<file path="src/rtl/fts_pkg.sv">
// Shared types and helpers of the flow-through burst SRAM.
// Assumes: burst offsets are two bits wide.
package fts_pkg;

    typedef enum logic {
        ORD_WRAP = 1'b0,
        ORD_XOR  = 1'b1
    } burst_order_e;

    // Low address bits of beat k of a burst that started at offset start.
    function automatic logic [1:0] beat_low(input logic [1:0] start,
                                            input logic [1:0] k,
                                            input burst_order_e ord);
        logic [1:0] r;
        if (ord == ORD_XOR) r = start ^ k;
        else                r = start + k;
        return r;
    endfunction

endpackage

</file>
<file path="src/rtl/fts_burst_ctrl.sv">
// Access sequencer: decodes load/advance, keeps the burst counter and the
// latched operation and order, and registers the address of the current beat.
// Assumes: AW >= 3; step is the clock-enable qualified edge, nap overrides it.
module fts_burst_ctrl #(
    parameter int AW = 6
) (
    input  logic                    clk,
    input  logic                    rst_n,
    input  logic                    step,
    input  logic                    nap,
    input  logic                    chip_on,
    input  logic                    adv,
    input  logic                    wr_req,
    input  logic [AW-1:0]           addr,
    input  fts_pkg::burst_order_e   ord_in,
    output logic                    acc_valid,
    output logic                    acc_wr,
    output logic [AW-1:0]           acc_addr
);
    import fts_pkg::*;

    logic         run;
    logic         run_wr;
    logic [AW-1:0] base;
    logic [1:0]   k;
    logic [1:0]   k_nxt;
    burst_order_e ord;

    // Next burst offset.
    assign k_nxt = k + 2'd1;

    // Sequence loads, advances, deselects and sleep.
    always_ff @(posedge clk) begin
        if (!rst_n) begin
            run       <= 1'b0;
            run_wr    <= 1'b0;
            base      <= '0;
            k         <= '0;
            ord       <= ORD_WRAP;
            acc_valid <= 1'b0;
            acc_wr    <= 1'b0;
            acc_addr  <= '0;
        end else if (nap) begin
            run       <= 1'b0;
            acc_valid <= 1'b0;
        end else if (step) begin
            if (!adv) begin
                if (chip_on) begin
                    run       <= 1'b1;
                    run_wr    <= wr_req;
                    base      <= addr;
                    k         <= 2'd0;
                    ord       <= ord_in;
                    acc_valid <= 1'b1;
                    acc_wr    <= wr_req;
                    acc_addr  <= addr;
                end else begin
                    run       <= 1'b0;
                    acc_valid <= 1'b0;
                end
            end else if (run) begin
                k         <= k_nxt;
                acc_valid <= 1'b1;
                acc_wr    <= run_wr;
                acc_addr  <= {base[AW-1:2], beat_low(base[1:0], k_nxt, ord)};
            end else begin
                acc_valid <= 1'b0;
            end
        end
    end

    assert_stall_hold_R2: assert property (@(posedge clk) disable iff (!rst_n)
        (!step && !nap) |=> ($stable(acc_addr) && $stable(acc_valid) && $stable(acc_wr)));

    assert_wrap_step_R4: assert property (@(posedge clk) disable iff (!rst_n)
        (step && !nap && adv && run && ord == ORD_WRAP) |=>
        (acc_addr[1:0] == $past(acc_addr[1:0]) + 2'd1 && $stable(acc_addr[AW-1:2])));

    assert_deselect_R5: assert property (@(posedge clk) disable iff (!rst_n)
        (step && !nap && !adv && !chip_on) |=> !acc_valid);

endmodule

</file>
<file path="src/rtl/fts_wbuf.sv">
// Write buffer: takes write data and strobes one enabled edge after the write
// address and holds them until the next enabled edge commits them to the array.
// Assumes: LW-bit lanes; a beat with every strobe high leaves nothing pending.
module fts_wbuf #(
    parameter int AW = 6,
    parameter int NB = 2,
    parameter int LW = 9,
    localparam int DW = NB * LW
) (
    input  logic          clk,
    input  logic          rst_n,
    input  logic          step,
    input  logic          acc_valid,
    input  logic          acc_wr,
    input  logic [AW-1:0] acc_addr,
    input  logic [DW-1:0] din,
    input  logic [NB-1:0] be_n,
    output logic          wb_valid,
    output logic [AW-1:0] wb_addr,
    output logic [DW-1:0] wb_data,
    output logic [NB-1:0] wb_lane,
    output logic          commit
);

    // Capture the data cycle of the beat registered at the previous edge.
    always_ff @(posedge clk) begin
        if (!rst_n) begin
            wb_valid <= 1'b0;
            wb_addr  <= '0;
            wb_data  <= '0;
            wb_lane  <= '0;
        end else if (step) begin
            wb_valid <= acc_valid && acc_wr && !(&be_n);
            wb_addr  <= acc_addr;
            wb_data  <= din;
            wb_lane  <= ~be_n;
        end
    end

    // The pending beat reaches the array at the next enabled edge.
    assign commit = step && wb_valid;

    assert_abort_R7: assert property (@(posedge clk) disable iff (!rst_n)
        (step && acc_valid && acc_wr && (&be_n)) |=> !wb_valid);

    assert_buf_hold_R2: assert property (@(posedge clk) disable iff (!rst_n)
        !step |=> ($stable(wb_valid) && $stable(wb_data) && $stable(wb_addr)));

endmodule

</file>
<file path="src/rtl/fts_array.sv">
// Storage array: one memory per byte lane, written per lane, read
// combinationally for flow-through output.
// Assumes: contents are not reset; depth is 2**AW words.
module fts_array #(
    parameter int AW = 6,
    parameter int NB = 2,
    parameter int LW = 9,
    localparam int DW = NB * LW,
    localparam int DEPTH = 1 << AW
) (
    input  logic          clk,
    input  logic          we,
    input  logic [AW-1:0] waddr,
    input  logic [DW-1:0] wdata,
    input  logic [NB-1:0] wlane,
    input  logic [AW-1:0] raddr,
    output logic [DW-1:0] rdata
);

    for (genvar g = 0; g < NB; g++) begin : g_lane
        logic [LW-1:0] lane_mem [DEPTH];

        // Write this lane when its strobe is part of the committed beat.
        always_ff @(posedge clk) begin
            if (we && wlane[g]) lane_mem[waddr] <= wdata[g*LW +: LW];
        end

        // Flow-through read of this lane.
        assign rdata[g*LW +: LW] = lane_mem[raddr];
    end

endmodule

</file>
<file path="src/rtl/fts_sram.sv">
// Flow-through burst SRAM with delayed write data. Decodes the chip selects,
// clock enable and sleep, and merges pending write lanes into read data.
// Assumes: sleep is raised only while deselected; dq_en low means high impedance.
module fts_sram #(
    parameter int NBYTES = 2,
    parameter int AW     = 6,
    localparam int LW    = 9,
    localparam int DW    = NBYTES * LW
) (
    input  logic              clk,
    input  logic              rst_n,
    input  logic              cke_n,
    input  logic              sel_a_n,
    input  logic              sel_b,
    input  logic              sel_c_n,
    input  logic              burst_adv,
    input  logic              wr_n,
    input  logic [NBYTES-1:0] be_n,
    input  logic              oe_n,
    input  logic              ord_xor,
    input  logic              sleep,
    input  logic [AW-1:0]     addr,
    input  logic [DW-1:0]     dq_i,
    output logic [DW-1:0]     dq_o,
    output logic              dq_en
);

    logic              step;
    logic              chip_on;
    logic              acc_valid;
    logic              acc_wr;
    logic [AW-1:0]     acc_addr;
    logic              wb_valid;
    logic [AW-1:0]     wb_addr;
    logic [DW-1:0]     wb_data;
    logic [NBYTES-1:0] wb_lane;
    logic              commit;
    logic [DW-1:0]     arr_q;
    logic              hit;

    // Qualified edge and chip-select decode.
    assign step    = !cke_n && !sleep;
    assign chip_on = !sel_a_n && sel_b && !sel_c_n;

    fts_burst_ctrl #(.AW(AW)) i_ctrl (
        .clk       (clk),
        .rst_n     (rst_n),
        .step      (step),
        .nap       (sleep),
        .chip_on   (chip_on),
        .adv       (burst_adv),
        .wr_req    (!wr_n),
        .addr      (addr),
        .ord_in    (fts_pkg::burst_order_e'(ord_xor)),
        .acc_valid (acc_valid),
        .acc_wr    (acc_wr),
        .acc_addr  (acc_addr)
    );

    fts_wbuf #(.AW(AW), .NB(NBYTES), .LW(LW)) i_wbuf (
        .clk       (clk),
        .rst_n     (rst_n),
        .step      (step),
        .acc_valid (acc_valid),
        .acc_wr    (acc_wr),
        .acc_addr  (acc_addr),
        .din       (dq_i),
        .be_n      (be_n),
        .wb_valid  (wb_valid),
        .wb_addr   (wb_addr),
        .wb_data   (wb_data),
        .wb_lane   (wb_lane),
        .commit    (commit)
    );

    fts_array #(.AW(AW), .NB(NBYTES), .LW(LW)) i_array (
        .clk   (clk),
        .we    (commit),
        .waddr (wb_addr),
        .wdata (wb_data),
        .wlane (wb_lane),
        .raddr (acc_addr),
        .rdata (arr_q)
    );

    // Pending write targets the word being read.
    assign hit = wb_valid && (wb_addr == acc_addr);

    // Merge pending lanes into the array word, lane by lane.
    for (genvar g = 0; g < NBYTES; g++) begin : g_fwd
        assign dq_o[g*LW +: LW] = (hit && wb_lane[g]) ? wb_data[g*LW +: LW]
                                                      : arr_q[g*LW +: LW];
    end

    // Drive the bus only for a read beat with output enable and no sleep.
    assign dq_en = acc_valid && !acc_wr && !oe_n && !sleep;

    assert_write_hiz_R8: assert property (@(posedge clk) disable iff (!rst_n)
        (step && !burst_adv && chip_on && !wr_n) |=> !dq_en);

    assert_read_drive_R3: assert property (@(posedge clk) disable iff (!rst_n)
        (step && !burst_adv && chip_on && wr_n) |=> (dq_en || oe_n || sleep));

    assert_wake_hiz_R10: assert property (@(posedge clk) disable iff (!rst_n)
        $fell(sleep) |-> !dq_en);

    assert_reset_idle_R1: assert property (@(posedge clk)
        $past(!rst_n) |-> !dq_en);

endmodule

</file>
<file path="config.mk">
export PLATFORM = sky130hd
export DESIGN_NAME = fts_sram
export DESIGN_NICKNAME = d
export VERILOG_FILES = /design/src/rtl/fts_pkg.sv /design/src/rtl/fts_burst_ctrl.sv /design/src/rtl/fts_wbuf.sv /design/src/rtl/fts_array.sv /design/src/rtl/fts_sram.sv
export SDC_FILE = /design/constraint.sdc
export NUM_CORES = 1
export LEC_CHECK = 0
export ABC_CLOCK_PERIOD_IN_PS = 3200
export BUFFER_PORTS_ARGS = -buffer_cell sky130_fd_sc_hd__clkbuf_2
export CORE_MARGIN = 2
export CORE_UTILIZATION = 55
export CTS_CLUSTER_SIZE = 20
export DETAILED_ROUTE_END_ITERATION = 7
export PLACE_DENSITY = 0.71
export SLEW_MARGIN = 20
export SYNTH_ARGS = -nofsm -noshare
export SYNTH_HDL_FRONTEND = slang
export SYNTH_SLANG_ARGS = --single-unit
</file>
<file path="constraint.sdc">
create_clock -name clk -period 3.2 [get_ports clk]
set_clock_uncertainty 0.05 [all_clocks]
set_input_delay 0.48 -clock clk [delete_from_list [all_inputs] [get_ports clk]]
set_output_delay 0.48 -clock clk [all_outputs]
set_load 0.01 [all_outputs]
</file>
==> summary.txt <==
Critical path
  – Crit path buf inv count: 3
  – Crit path depth: 8
  – CP Class: reg -> out
  – Critical path's slowest cell: mux4_2
  – Cells on worst reg2reg path: 3
  – Critical-path maximum fanout: 7
  – Cell mode on critical path: buf_12
  – Largest delay share family, worst path: compound AO/OA/AOI/OAI gates
  – Crit end category: output port
  – CP startpoint kind: flop
  – Reg-to-reg slack, setup: 0.75 ns
  – Slowest cell delay on critical path: 0.56 ns
  – Critical Path RT: 2.67 ns
  – Crit-path cells: buf_12 -> buf_12 -> mux4_2 -> a22o_4 -> a2111oi_4 -> a31oi_2 -> a32o_2 -> buf_6
  – Worst EP arrival: 3.30 ns

Clock network
  – H-tree Lvls: 3
  – Clock root buffer: clkbuf_16
  – TritonCTS clock tree: done
  – Num CTS Buffers: 115
  – Clk buf depth: 3
  – Clock sinks: 1204
  – Later-pin clock latency in the skew report: 0.69 ns
  – Clock transition at path regs: 0.06 ns

Timing
  – Slew Limit Headroom: 24.58%
  – Final worst path period share: 119.6%
  – Fmax: 261.3 MHz
  – Hold_ws: 0.03607 ns
  – Worst slew pin tran: 1.129 ns
  – Final setup viols: 18
  – Fin. max-slew vios: 0
  – Final hold vios: 0
  – Period minus WS final: 3.827 ns
  – Final setup margin: -0.6273 ns
  – RSZ-0062 raised after global routing: true
  – TNS Setup: -9.054 ns

Routing
  – Initial DRC count: 3470
  – Routed vias/inst: 6.389
  – Via count: 25260
  – Wire per inst: 29.35 um
  – Drt first pass iters: 6
  – # DRC: 0
  – Routed WL: 116000 um
  – DRT antenna net count: 0

Placed design
  – RePlAce Congestion: 0.9091
  – Place WS: 0.06491 ns
  – Port Buffer Count: 55
  – DPL Wire Length: 72830 um
  – Placed cell area: 50020 um^2

Power
  – Net switching power: 6.339 mW
  – Leak Pwr: 17.25 nW
  – Sequential Power Share: 54.6%
  – Peak supply drop: 0.4310 mV
  – Power per standard cell area: 571.2 nW/um^2
  – Internal Pwr Total: 25.31 mW
  – Part of the power in combinational logic: 2.1%
  – Clk pwr share: 43.3%
  – Switching Share: 20.03%

Yosys
  – Yosys top cell area share: 74.07%
  – Post-synth top area cell: edfxtp_1
  – Warnings from Yosys: 0
  – Syn Nets: 2408
  – Cell variety after synth: 61
  – Top cells by area, synth: edfxtp_1 74%, mux4_2 11%, mux2i_1 3.2%, dfxtp_1 2.2%, a22oi_1 1.3%
  – Post-synth ARST share: 0%
  – Post-synthesis sequential area ratio: 76.29%
  – Yosys reg bits: 1204
  – Top FF cell, synth: edfxtp_1
  – Post-synthesis cell count: 2370
  – Mapped Area: 46710 um^2
  – Post-synth EDFFs: 1152
  – Syn_area_per_cell: 19.71 um^2

Finish
  – Nets: 2756
  – Commonest non-fill, non-tap cell in the layout: edfxtp_1
  – Area delta synth->final: 18.61%
  – Commonest cells after routing, fill and taps aside: 1152 x edfxtp_1, 249 x buf_4, 220 x mux4_2, 147 x mux2i_1, 145 x nor2_1
  – Cell area after layout: 55400 um^2
  – Share of layout cells above drive strength 1: 31.44%
  – Fill count: 5413

Global routing
  – Total congestion overflow: 0
  – Total GRT Usage: 26.73%
  – Initial antenna violation count: 2
  – Largest net degree at the start of global routing: 66
  – Vias in the first global route: 24950
  – First-pass GRT wire length: 168100 um

Floorplan
  – # IOs: 56
  – Die width: 295.4 um
  – Die Y: 295.4 um
  – Initial Utilization: 55.72%
  – Core Rows: 106
  – Die area: 87270 um^2
  – Core Area: 83820 um^2

Outcome
  – Failing checks: setup timing
  – Status: finished with violations

Flow run
  – Maxcap violations: 0

Hold path
  – Hold Path Class: in -> reg
  – Worst hold path depth: 3
flip-flops by register name, summed over array words and instances, names as in the netlist, named ones only:
| register | flops |
|---|---|
| i_ctrl.ord | 1 |
| i_wbuf.wb_lane | 2 |
| i_array.g_lane.lane_mem | 1152 |
| i_ctrl.run_wr | 1 |
| i_wbuf.wb_data | 18 |
| i_wbuf.wb_addr | 6 |
| i_ctrl.acc_valid | 1 |
| i_ctrl.base | 6 |
| i_ctrl.run | 1 |
| i_ctrl.acc_wr | 1 |
| i_wbuf.wb_valid | 1 |
| i_ctrl.acc_addr | 6 |
| i_ctrl.k | 2 |
worst register-to-register path: stages, from the launching register on:
cell	delay, ns
dfxtp_1	0.51
nand2_1	0.76
nor2_1	0.57
buf_4	0.26
final timing paths:
kind | startpoint | end
max | flop | dq_o[17]
min reg2reg | i_wbuf.wb_data[13] | i_array.g_lane[1].lane_mem[8][4]
min | ord_xor | i_ctrl.ord
max reg2reg | i_wbuf.wb_addr[2] | i_array.g_lane[0].lane_mem[4][4]
repair_timing:
item / CTS / global route
gates resized for setup: 95 / 68
pin swaps: 19 / 31
hold endpoints to repair: 10 / 0
setup buffers: 20 / 23
hold buffers: 10 / 0
gates cloned: 4 / 4
endpoints found under the setup margin: 18 / 18
cells by family after synthesis:
logic type,after synthesis,synth area share [%]
buffers and inverters,146,1.535
AND/OR/NAND/NOR,386,3.750
flip-flops,1204,76.29
adder cells (fa/ha/maj),1,0.02678
XOR/XNOR,9,0.1688
AO/OA/AOI/OAI,250,4.225
multiplexers,374,14.00
power by group through the flow:
stage	combinational [mW]	clock (mW)	sequential, mW
6_report	0.673	13.7	17.3
5_1_grt	0.708	14.4	17.3
4_1_cts	0.643	13.8	17.3
3_5_place_dp	0.597	0	17.6
3_3_place_gp	0.575	0	17.6
2_1_floorplan	0.244	0	17.7
routing by layer:
layer / part of all wire (%) / vias to the layer above / GRT usage [%]
li1: - / 10440 / -
met1: 40 / 13110 / 39.42
met2: 47 / 1506 / 41.50
met3: 10 / 200 / 5.104
met4: 2.6 / 2 / 7.305
met5: 0.011 / - / 0
layout make-up:
| type | instances | area [um^2] | share of cell area [%] |
|---|---|---|---|
| Multi-Input combinational cell | 1020 | 11000 | 19.85 |
| Tap cell | 1134 | 1419 | 2.561 |
| Sequential cell | 1204 | 35670 | 64.39 |
| Inverter | 3 | 11.26 | 0.02033 |
| Antenna cell | 1 | 2.502 | 0.004517 |
| Clock inverter | 68 | 714.4 | 1.290 |
| Timing Repair Buffer | 374 | 3447 | 6.222 |
| Clock buffer | 149 | 3139 | 5.667 |
synth_stat cells, drive strengths merged, types with 3 or more instances:
master,instances
edfxtp,1152
mux4,222
mux2i,150
nor2,147
nand2,120
buf,84
a22oi,83
clkbuf,59
dfxtp,52
nand3,40
o22ai,30
a21boi,27
nor2b,20
a21oi,19
nand4,19
a31oi,17
a2111oi,16
a32o,16
a22o,15
nor3,9
xnor2,9
o211a,8
nand2b,7
nand3b,6
o21ai,4
and2,3
inv,3
nand4b,3
metrics by stage:
stage,cells,util (%),power (mW)
2_1_floorplan,2370,-,17.90
3_3_place_gp,3678,59.68,18.19
3_5_place_dp,3678,59.68,18.21
4_1_cts,3929,65.47,31.72
5_1_grt,3952,66.09,32.41
6_report,3953,66.09,31.65
No activity file was read; power rests on OpenSTA's default activity.
